### config.mk
export PLATFORM = sky130hd
export DESIGN_NAME = tmr_xint_ctl
export DESIGN_NICKNAME = d
export VERILOG_FILES = /design/src/rtl/tx_ctl_pkg.sv /design/src/rtl/tx_flag_cell.sv /design/src/rtl/tx_xint_sense.sv /design/src/rtl/tmr_xint_ctl.sv
export SDC_FILE = /design/constraint.sdc
export NUM_CORES = 1
export LEC_CHECK = 0
export ABC_AREA = 1
export BUFFER_PORTS_ARGS = -buffer_cell sky130_fd_sc_hd__buf_2
export CORE_MARGIN = 2
export CORE_UTILIZATION = 40
export DETAILED_ROUTE_END_ITERATION = 7
export PLACE_DENSITY_LB_ADDON = 0.1
export RECOVER_POWER = 100
export SETUP_SLACK_MARGIN = 0.1
export SYNTH_ARGS = -nofsm -noshare
export SYNTH_HDL_FRONTEND = slang
export SYNTH_SLANG_ARGS = --single-unit
### constraint.sdc
create_clock -name clk -period 1.62 [get_ports clk]
set_input_delay 0.324 -clock clk [delete_from_list [all_inputs] [get_ports clk]]
set_output_delay 0.324 -clock clk [all_outputs]
set_load 0.05 [all_outputs]
### src/rtl/tx_ctl_pkg.sv
package tx_ctl_pkg;

    localparam int NUM_SRC = 2;

    typedef enum logic [0:0] {
        PIN_HI = 1'b0,
        PIN_LO = 1'b1
    } pin_st_t;

    // bit positions in the control byte, per channel index
    function automatic int type_pos(input int ch);
        return 2 * ch;
    endfunction

    function automatic int xflag_pos(input int ch);
        return 2 * ch + 1;
    endfunction

    function automatic int run_pos(input int ch);
        return 2 * ch + 4;
    endfunction

    function automatic int tflag_pos(input int ch);
        return 2 * ch + 5;
    endfunction

endpackage

### src/rtl/tx_flag_cell.sv
module tx_flag_cell (
    input  logic clk,
    input  logic rst_n,
    input  logic set_i,
    input  logic clr_i,
    output logic q_o
);

    always_ff @(posedge clk or negedge rst_n) begin
        if (!rst_n) begin
            q_o <= 1'b0;
        end else if (set_i) begin
            q_o <= 1'b1;
        end else if (clr_i) begin
            q_o <= 1'b0;
        end
    end

    // a set always lands, whatever clear arrives with it
    assert_set_wins_R8: assert property (@(posedge clk) disable iff (!rst_n)
        set_i |=> q_o);

    // a clear without a set empties the flag
    assert_clear_R5: assert property (@(posedge clk) disable iff (!rst_n)
        (!set_i && clr_i) |=> !q_o);

endmodule

### src/rtl/tx_xint_sense.sv
module tx_xint_sense
    import tx_ctl_pkg::*;
#(
    parameter int SYNC_STAGES = 2
) (
    input  logic clk,
    input  logic rst_n,
    input  logic pin_i,
    output logic fall_o,
    output logic low_o
);

    localparam int LAST = SYNC_STAGES - 1;

    logic [LAST:0] sync_q;
    logic          lvl;
    pin_st_t       st_q, st_d;

    generate
        if (SYNC_STAGES == 1) begin : g_one
            always_ff @(posedge clk or negedge rst_n) begin
                if (!rst_n) sync_q <= '1;
                else        sync_q <= pin_i;
            end
        end else begin : g_chain
            always_ff @(posedge clk or negedge rst_n) begin
                if (!rst_n) sync_q <= '1;
                else        sync_q <= {sync_q[LAST-1:0], pin_i};
            end
        end
    endgenerate

    assign lvl   = sync_q[LAST];
    assign low_o = ~lvl;

    // state register
    always_ff @(posedge clk or negedge rst_n) begin
        if (!rst_n) st_q <= PIN_HI;
        else        st_q <= st_d;
    end

    // next state
    always_comb begin
        st_d = st_q;
        unique case (st_q)
            PIN_HI: if (!lvl) st_d = PIN_LO;
            PIN_LO: if (lvl)  st_d = PIN_HI;
        endcase
    end

    // outputs
    always_comb begin
        fall_o = 1'b0;
        unique case (st_q)
            PIN_HI: fall_o = ~lvl;
            PIN_LO: fall_o = 1'b0;
        endcase
    end

    // an edge strobe never lasts two cycles
    assert_fall_single_R6: assert property (@(posedge clk) disable iff (!rst_n)
        fall_o |=> !fall_o);

    // a strobe is only emitted while the synchronized pin is low
    assert_fall_on_low_R6: assert property (@(posedge clk) disable iff (!rst_n)
        fall_o |-> low_o);

endmodule

### src/rtl/tmr_xint_ctl.sv
module tmr_xint_ctl
    import tx_ctl_pkg::*;
#(
    parameter int SYNC_STAGES = 2
) (
    input  logic       clk,
    input  logic       rst_n,
    input  logic       reg_wr,
    input  logic [7:0] reg_wdata,
    output logic [7:0] reg_rdata,
    input  logic [1:0] xint_pin,
    input  logic [1:0] tmr_ovf,
    input  logic [1:0] tmr_ack,
    input  logic [1:0] xint_ack,
    output logic [1:0] tmr_run,
    output logic [1:0] tmr_irq,
    output logic [1:0] xint_irq
);

    logic [NUM_SRC-1:0] run_q, type_q, tf_q, xf_q, fall, low;

    generate
        for (genvar g = 0; g < NUM_SRC; g++) begin : g_src
            localparam int PT  = type_pos(g);
            localparam int PX  = xflag_pos(g);
            localparam int PR  = run_pos(g);
            localparam int PF  = tflag_pos(g);

            always_ff @(posedge clk or negedge rst_n) begin
                if (!rst_n) begin
                    run_q[g]  <= 1'b0;
                    type_q[g] <= 1'b0;
                end else if (reg_wr) begin
                    run_q[g]  <= reg_wdata[PR];
                    type_q[g] <= reg_wdata[PT];
                end
            end

            tx_flag_cell i_tflag (
                .clk   (clk),
                .rst_n (rst_n),
                .set_i (tmr_ovf[g]),
                .clr_i ((reg_wr && !reg_wdata[PF]) || tmr_ack[g]),
                .q_o   (tf_q[g])
            );

            tx_xint_sense #(.SYNC_STAGES(SYNC_STAGES)) i_sense (
                .clk    (clk),
                .rst_n  (rst_n),
                .pin_i  (xint_pin[g]),
                .fall_o (fall[g]),
                .low_o  (low[g])
            );

            tx_flag_cell i_xflag (
                .clk   (clk),
                .rst_n (rst_n),
                .set_i (fall[g] && type_q[g]),
                .clr_i ((reg_wr && !reg_wdata[PX]) || xint_ack[g]),
                .q_o   (xf_q[g])
            );

            assign reg_rdata[PT] = type_q[g];
            assign reg_rdata[PX] = xf_q[g];
            assign reg_rdata[PR] = run_q[g];
            assign reg_rdata[PF] = tf_q[g];

            assign tmr_run[g]  = run_q[g];
            assign tmr_irq[g]  = tf_q[g];
            assign xint_irq[g] = type_q[g] ? xf_q[g] : low[g];

            // a written run bit reaches the timer enable
            assert_run_follows_R2: assert property (@(posedge clk) disable iff (!rst_n)
                reg_wr |=> (tmr_run[g] == $past(reg_wdata[PR])));

            // an overflow strobe always yields a timer request
            assert_ovf_irq_R3: assert property (@(posedge clk) disable iff (!rst_n)
                tmr_ovf[g] |=> tmr_irq[g]);

            // in level mode a clear flag stays clear
            assert_level_no_latch_R7: assert property (@(posedge clk) disable iff (!rst_n)
                (!type_q[g] && !xf_q[g] && !reg_wr) |=> !xf_q[g]);
        end
    endgenerate

endmodule

Word-level counts from Yosys, hierarchy flattened
Index checks and enable logic that the tools add are counted.

operators by class
  muxes and demuxes = 14
  bitwise gates (word level) = 4
  reduce and logical (&&, ||, !) cells = 18

operators by type and width
  kind                                number
  1-bit 2-to-1 mux                    12
  2-bit nonzero test                  4
  1-bit logical AND                   6
  1-bit logical NOT                   4
  1-bit logical OR                    4
  1-bit inverter                      4
  1-bit case mux with 2 select lines  2

storage, ports and cells
  flip-flop bits (word level) = 14
  input bits = 19
  output and inout bits = 14
  word-level logic and storage cells = 48

Logic depth before layout (Yosys ltp)
Gate-level depths: netlist of the first run.

  word-level depth = 5
  depth in mapped cells = 4
  mapped depth without buffers = 4

Cells and area by module
Synthesis of the first run repeated with hierarchy kept, for this count alone.

second synthesis, totals
  cell total of the unflattened synthesis = 80
  area total of the unflattened synthesis = 628.1 µm²

by module, submodules not included
  module         instances  cells an instance  area an instance (µm²)
  tmr_xint_ctl   1          50                 297.8
  tx_xint_sense  2          5                  85.1
  tx_flag_cell   4          5                  40.0

Worst setup path after synthesis of the first run
OpenSTA, ideal clock, no wires.

  path type = reg2out
  start point = register type_q[1], in the netlist reg_rdata[2]
  end point = output port xint_irq[1]
  data arrival time = 1,754 ps
  required time = 1,296 ps
  setup slack = -458 ps
  stages on the path, launching flop included = 2
  buffers on the path = 0
  cells stage by stage = dfrtp_1 -> o21ai_0

on the way
  cells in the longest elaborated chain, start to end = 1

RTL lines
  what                             line                source
  start, declared                  tmr_xint_ctl.sv:20  logic [NUM_SRC-1:0] run_q, type_q, tf_q, xf_q, fall, low;
  start signal, assigned by index  tmr_xint_ctl.sv:35  type_q[g] <= reg_wdata[PT];
  1-bit 2-to-1 mux                 tmr_xint_ctl.sv:70  assign xint_irq[g] = type_q[g] ? xf_q[g] : low[g];
  end, declared                    tmr_xint_ctl.sv:17  output logic [1:0] xint_irq

No other way between the ends.

Worst setup path in the final report of the first run
  start point = register g_src[0].i_sense.sync_q[1]
  end point = output port xint_irq[0]

on the way
  cells in the longest elaborated chain, start to end = 2

RTL lines
  what                    line                 source
  start, declared         tx_xint_sense.sv:15  logic [LAST:0] sync_q;
  start signal, assigned  tx_xint_sense.sv:28  else sync_q <= {sync_q[LAST-1:0], pin_i};
  1-bit inverter          tx_xint_sense.sv:34  assign low_o = ~lvl;
  1-bit 2-to-1 mux        tmr_xint_ctl.sv:70

No other way between the ends.

==> results of run 1 <==
cells by family (layout without fill, tap and decap cells):
kind of cell / after synthesis / after routing / share of synthesized area
buffers and inverters: 25 / 53 / 0.2139
flip-flops: 14 / 14 / 0.5784
AO/OA/AOI/OAI: 6 / 6 / 0.04888
AND/OR/NAND/NOR: 26 / 26 / 0.1589
final timing paths:
check / startpoint / end / cells past startpoint
worst max-delay path: g_src[0].i_sense.sync_q[1] / xint_irq[0] / 2
worst min-delay path: xint_pin[0] / g_src[0].i_sense.sync_q[0] / 1
worst max register to register: g_src[0].i_sense.sync_q[1] / g_src[0].i_xflag.q_o / 3
worst min register to register: g_src[1].i_sense.sync_q[0] / g_src[1].i_sense.sync_q[1] / 0
max in group asynchronous: rst_n / g_src[0].i_xflag.q_o / 2
min in group asynchronous: rst_n / reg_rdata[4] / 2
cell usage after synthesis:
cell / n / area (sq um)
nand2_1: 20 / 75.07
inv_1: 16 / 60.06
dfrtp_1: 10 / 250.2
buf_4: 8 / 60.06
nor2_1: 6 / 22.52
o21ai_0: 6 / 30.03
dfstp_2: 4 / 105.1
buf_6: 1 / 11.26
where the power goes:
part           switching [mW]  total [mW]  internal (mW)
logic                   0.150       0.195         0.0450
clock network           0.107       0.244          0.137
registers              0.0190       0.395          0.376
total                   0.276       0.834          0.558
cells in the final DEF (no fill, tap or decap):
| master | n |
|---|---|
| inv_1 | 16 |
| clkbuf_4 | 3 |
| dlygate4sd3_1 | 1 |
| o21ai_2 | 2 |
| buf_2 | 17 |
| nand2_1 | 20 |
| clkbuf_1 | 11 |
| clkbuf_2 | 4 |
| clkbuf_8 | 1 |
| o21ai_0 | 4 |
| dfrtp_1 | 10 |
| dfstp_2 | 2 |
| dfstp_1 | 2 |
| nor2_1 | 6 |
what timing repair did:
action | in CTS | in global routing
gates resized for setup | 0 | 0
endpoints found under the hold margin | 10 | 0
hold buffers | 1 | 0
area by class of cell:
cell class,instances,area share
Clock buffer,4,0.04754
Sequential cell,14,0.4656
Inverter,16,0.07869
Tap cell,16,0.02623
Multi-Input combinational cell,32,0.1770
Timing Repair Buffer,33,0.2049
flip-flops by register name (all words and copies together) (netlist names):
| register | cells |
|---|---|
| g_src.i_xflag.q_o | 2 |
| g_src.i_sense.st_q | 2 |
| g_src.i_sense.sync_q | 4 |
| reg_rdata | 4 |
| g_src.i_tflag.q_o | 2 |
layer usage:
| metal | GRT usage | part of all wire |
|---|---|---|
| met1 | 0.1440 | 0.45 |
| met5 | 0 | 0 |
| met3 | 0.02979 | 0.074 |
| met4 | 0.1273 | 0.015 |
| met2 | 0.2060 | 0.46 |
through the flow:
stage / setup WS, ns / utilization / total power [mW] / instances
2_1_floorplan: 0.1798 / - / 0.5651 / 71
3_3_place_gp: 0.5137 / 0.4966 / 0.6011 / 110
3_5_place_dp: 0.4945 / 0.4966 / 0.6041 / 110
4_1_cts: 0.1753 / 0.5281 / 0.8589 / 115
5_1_grt: 0.09142 / 0.5187 / 0.8879 / 115
6_report: 0.1543 / 0.5187 / 0.8337 / 115
critical path: stages, from the launching register on:
cell	delay, ns
dfstp_1	0.57
o21ai_2	0.07
clkbuf_2	0.23
==> results.txt, run 1 <==
----------------------------------------------------
[Synth]
  Sequential-to-total area share from yosys stat ... 0.5784
  Average footprint of a synthesized cell ... slightly below 9 sq um
  Synthesis warning total ... 0
  Post-synthesis instance area ... a little over 600 sq um
  Synth Net Count ... 90
  Number of distinct standard cells referenced by the synthesized netlist ... 8
  Flops & latches, synth ... 14
  Instance count of the mapped netlist ... 71

[Clock network]
  Clock-pin slew reported for the worst setup and hold paths after clock tree synthesis ... 0.08 ns
  Sink count of the clock tree ... 14
  Clock insertion delay at the later pin of the skew report ... 0.27 ns
  Cell at the root of the clock tree ... clkbuf_4
  CTS tree ... yes
  Num CTS Buffers ... 3
  Setup bufs post-CTS ... 0
  Largest buffer count on any clock path ... 2
  CTS H-Tree Depth ... 1

[Finish]
  Area occupied by registers ... between 300 and 400 sq um
  Area taken by multi-input logic gates ... 135.1 sq um
  Post-layout net count ... 119
  # diodes ... 0
  Filler cells ... 162
  Area overhead of the layout relative to synthesis ... 24.24%
  Fraction of final layout cells sized beyond drive strength 1 ... 0.2929
  Post-route design area ... 763.2 sq um

[STA]
  Final hold viol count ... 0
  Post-route minimum period ... 1.466 ns
  Final Setup Violations ... 0
  Tcrit/Tclk final ... 0.9048
  Fin Hold WS ... 0.1401 ns
  Unrepaired setup endpoints after global routing ... false
  Post-route clock skew ... 0.0008033 ns
  Timing-limited maximum frequency ... 682.3 MHz
  Aggregate negative setup slack ... 0 ns
  Transition at the pin with the smallest max-transition slack ... 0.7120 ns
  Fin. max-slew vios ... 0
  Worst slew margin relative to its limit ... 0.5253

[Global route]
  Number of global-route vias before repair ... 428
  Grt ovf ... 0
  Number of antenna violations at the first check in global routing ... 0
  GR Util All Layers ... 0.1324
  First-pass GRT wire length ... about 1700 um
  Pin count of the biggest net entering global routing ... 15

[Detailed routing]
  Post-detailed-route via-to-cell ratio ... around 4
  DRC viols ... 0
  Length of the first detailed-routing pass in iterations ... 2
  Number of routed nets with antenna violations ... 0
  Via count ... 472
  Sum of routed wire length over all layers ... 974 um
  WL/cell ... 8.470 um
  Initial drt markers ... 2

[Worst setup path]
  Crit path capture type ... output pin
  Highest fanout seen on the critical path ... 3
  Class of the most critical setup path ... flop to output pin
  Category of the worst setup path launch point ... flop
  Required time at the endpoint of the critical path ... around 1.3 ns
  Setup slack on the worst flop-to-flop path ... 0.78 ns
  Worst endpoint data arrival time ... about 1.1 ns

[Job]
  Max Cap Viol ... 0

[Die]
  Effective utilization at floorplan ... 0.4175
  I/O Pins ... 33
  Full die area ... 1865 sq um
  Core ar. ... 1471 sq um
  Floorplan die height ... 43.19 um
  Die Span X ... 43.19 um
  Row count ... 14

[Worst hold path]
  Worst hold-check path type ... primary input to flop

[Power and ir drop]
  P per Cell Area ... 1092 nW/um^2
  Reported leakage power ... ~0.43 nW
  VDD IR max ... 529.2 uV

[Outcome]
  Outcome ... complete, no violations

[Placement]
  Final weighted congestion in routability-driven placement ... roughly 0.7
  Instance area at placement ... 730.7 sq um
  Count of input and output buffers ... 32
  DP Wirelength ... 728.9 um

----------------------------------------------------
(Power assumes the default switching activity.)
==> run 2, diff against run 1 <==
==> constraint.sdc (replaced) <==
create_clock -name clk -period 1.62 [get_ports clk]
set_input_delay 0.162 -clock clk [delete_from_list [all_inputs] [get_ports clk]]
set_output_delay 0.162 -clock clk [all_outputs]
set_load 0.05 [all_outputs]
==> run 2 against run 1 <==
  * Design area up 2.3%
  * Utilization up 1.2 points
  * Critical path depth down 1
  * Critical path type unchanged
==> results.txt, run 2 (synthesis results as in run 1) <==
----------------------------------------------------
[Worst setup path]
  Worst endpoint data arrival time ... 1.19 ns (was 1.14 ns)
  Setup slack on the worst flop-to-flop path ... 0.78 ns (about the same)
  Reg2reg start ... g_src[0].i_sense.sync_q[1] (unchanged)
  Category of the worst setup path launch point ... flop (unchanged)
  Buffer and inverter count on the worst path ... 1 (unchanged)
  Crit path capture type ... output pin (unchanged)
  Class of the most critical setup path ... flop to output pin (unchanged)
  Critical Path Slowest Stage Cell ... clkbuf_1 (was dfstp_1)
  Number of cells on the worst reg-to-reg path ... 3 (unchanged)
  Highest fanout seen on the critical path ... 5 (was 3)
  Cell family with the largest share of critical-path delay ... buffers and inverters (was flip-flops)
  Peak per-stage delay on the critical path ... 0.49 ns (was 0.57 ns)
  Total stage count of the critical path ... 1 (was 2)
  Cells along the critical path ... clkbuf_1 (was o21ai_2, clkbuf_2)
  Worst reg2reg endpoint ... g_src[0].i_xflag.q_o (unchanged)
  Required time at the endpoint of the critical path ... 1.46 ns (was 1.30 ns)

[Finish]
  Area occupied by registers ... 355.3 sq um (unchanged)
  Commonest cells after routing, fill and taps aside ... nand2_1 (20), buf_2 (17), inv_1 (16) (unchanged)
  # diodes ... 0 (unchanged)
  Filler cells ... 159 (was 162)
  Most frequent standard cell in the layout excluding fill and tap cells ... nand2_1 (unchanged)
  Area taken by multi-input logic gates ... 135.1 sq um (unchanged)
  Post-layout net count ... 121 (was 119)
  End-of-flow core utilization ... 0.5306 (was 0.5187)
  Fraction of final layout cells sized beyond drive strength 1 ... 0.2673 (was 0.2929)
  Area overhead of the layout relative to synthesis ... 27.09% (was 24.24%)

[Global route]
  Met1 capacity usage during global routing ... 0.1495 (was 0.1440)
  First-pass GRT wire length ... 1759 um (was 1704 um)
  Pin count of the biggest net entering global routing ... 15 (unchanged)
  Global Route met3 Usage ... 0.02979 (unchanged)
  Most utilized layer in the global route result ... met2 (unchanged)
  GR Util All Layers ... 0.1359 (was 0.1324)
  Number of global-route vias before repair ... 447 (was 428)
  Met2 track demand over resource ... 0.2119 (was 0.2060)
  Grt ovf ... 0 (unchanged)
  Number of antenna violations at the first check in global routing ... 0 (unchanged)

[Detailed routing]
  Via count ... 482 (was 472)
  Length of the first detailed-routing pass in iterations ... 2 (unchanged)
  DRC viols ... 0 (unchanged)
  Post-detailed-route via-to-cell ratio ... 4.120 (was 4.104)
  WL/cell ... 8.513 um (was 8.470 um)
  Number of routed nets with antenna violations ... 0 (unchanged)
  Initial drt markers ... 2 (unchanged)
  Sum of routed wire length over all layers ... 996 um (was 974 um)

[STA]
  Transition at the pin with the smallest max-transition slack ... 0.7120 ns (unchanged)
  Final Setup Violations ... 0 (unchanged)
  Unrepaired setup endpoints after global routing ... false (unchanged)
  Tcrit/Tclk final ... 0.8350 (was 0.9048)
  Aggregate negative setup slack ... 0 ns (unchanged)
  Post-route minimum period ... 1.353 ns (was 1.466 ns)
  Crit path setup slack, layout ... 0.2674 ns (was 0.1543 ns)
  Timing-limited maximum frequency ... 739.3 MHz (was 682.3 MHz)
  Worst slew margin relative to its limit ... 0.5253 (unchanged)
  Final hold viol count ... 0 (unchanged)
  Fin. max-slew vios ... 0 (unchanged)
  Post-route clock skew ... 0.0007600 ns (was 0.0008033 ns)

[Clock network]
  CTS H-Tree Depth ... 1 (unchanged)
  CTS tree ... yes (unchanged)
  Largest buffer count on any clock path ... 2 (unchanged)
  Clock insertion delay at the later pin of the skew report ... 0.27 ns (about the same)
  Setup bufs post-CTS ... 0 (unchanged)
  Clock-pin slew reported for the worst setup and hold paths after clock tree synthesis ... 0.08 ns (about the same)
  Num CTS Buffers ... 3 (unchanged)
  Sink count of the clock tree ... 14 (unchanged)
  Cell at the root of the clock tree ... clkbuf_4 (unchanged)

[Worst hold path]
  Hold wc startpoint ... tmr_ovf[1] (was xint_pin[0])
  Worst hold path endpoint ... g_src[1].i_tflag.q_o (was g_src[0].i_sense.sync_q[0])
  Number of cells on the worst hold path ... 3 (was 1)
  Worst hold-check path type ... primary input to flop (unchanged)

[Die]
  Full die area ... 1865 sq um (unchanged)
  I/O Pins ... 33 (unchanged)
  Core ar. ... 1471 sq um (unchanged)
  Floorplan die height ... 43.19 um (unchanged)
  Die Span X ... 43.19 um (unchanged)
  Row count ... 14 (unchanged)
  Effective utilization at floorplan ... 0.4175 (unchanged)

[Placement]
  Final weighted congestion in routability-driven placement ... 0.6999 (was 0.6998)
  Post-placement worst setup slack ... 0.6565 ns (was 0.4945 ns)
  Count of input and output buffers ... 32 (unchanged)
  DP Wirelength ... 728.9 um (unchanged)

[Power and ir drop]
  VDD IR max ... 529.4 uV (was 529.2 uV)
  P per Cell Area ... 1071 nW/um^2 (was 1092 nW/um^2)
  Reported leakage power ... 0.4322 nW (was 0.4299 nW)

[Outcome]
  Outcome ... complete, no violations (unchanged)

[Job]
  Max Cap Viol ... 0 (unchanged)

----------------------------------------------------
run 2: changes by cell type in the layout (fill, tap and decap cells not counted):
cell,previous run,this run
dlygate4sd3_1,1,3
clkbuf_2,4,2
clkbuf_1,11,13
run 2: timing repair:
action | in CTS | in global routing
hold buffers | 3 | 0
gates resized for setup | 0 | 0
endpoints found under the setup margin | 0 | 0
endpoints found under the hold margin | 12 | 0
run 2: metal layers:
metal / vias up / routed length (um)
li1: 254 / -
met1: 207 / 442
met2: 19 / 466
met3: 2 / 71
met4: 0 / 15
met5: - / 0
run 2: metrics by stage:
stage	cell area, sq um	std cells	power, mW	hold WS (ns)
after floorplan	621.8	71	0.5651	-0.1336
after global placement	730.7	110	0.6011	0.06910
after detailed placement	730.7	110	0.6041	0.07407
after CTS	797.0	117	0.8624	0.05374
after global routing	780.7	117	0.8907	0.05991
final	780.7	117	0.8364	0.06565
run 2: worst max path at each step:
stage	start	end	slack, ns
4_1_cts	reg_rdata[0]	xint_irq[0]	0.34
3_5_place_dp	reg_rdata[0]	xint_irq[0]	0.66
3_3_place_gp	g_src[0].i_sense.sync_q[1]	xint_irq[0]	0.68
6_report	reg_rdata[0]	reg_rdata[0]	0.27
5_1_grt	reg_rdata[2]	reg_rdata[2]	0.20
2_1_floorplan	reg_rdata[2]	xint_irq[1]	0.34
run 2: power by group:
| group | internal [mW] | leakage, nW | switching (mW) |
|---|---|---|---|
| registers | 0.376 | 0.161 | 0.0190 |
| clock network | 0.137 | 0.0210 | 0.107 |
| logic | 0.0469 | 0.250 | 0.150 |
run 2: cell type report:
class,count,area share
sequential,14,0.4551
inverter,16,0.07692
clock buffer,4,0.04647
tap,16,0.02564
timing repair buffer,35,0.2228
multi-input combinational,32,0.1731
run 2: worst reg2reg max path, stage by stage, from the launching register on:
cell and delay, ns:
dfstp_1 0.57, nor2_1 0.07, nand2_1 0.05, nand2_1 0.05
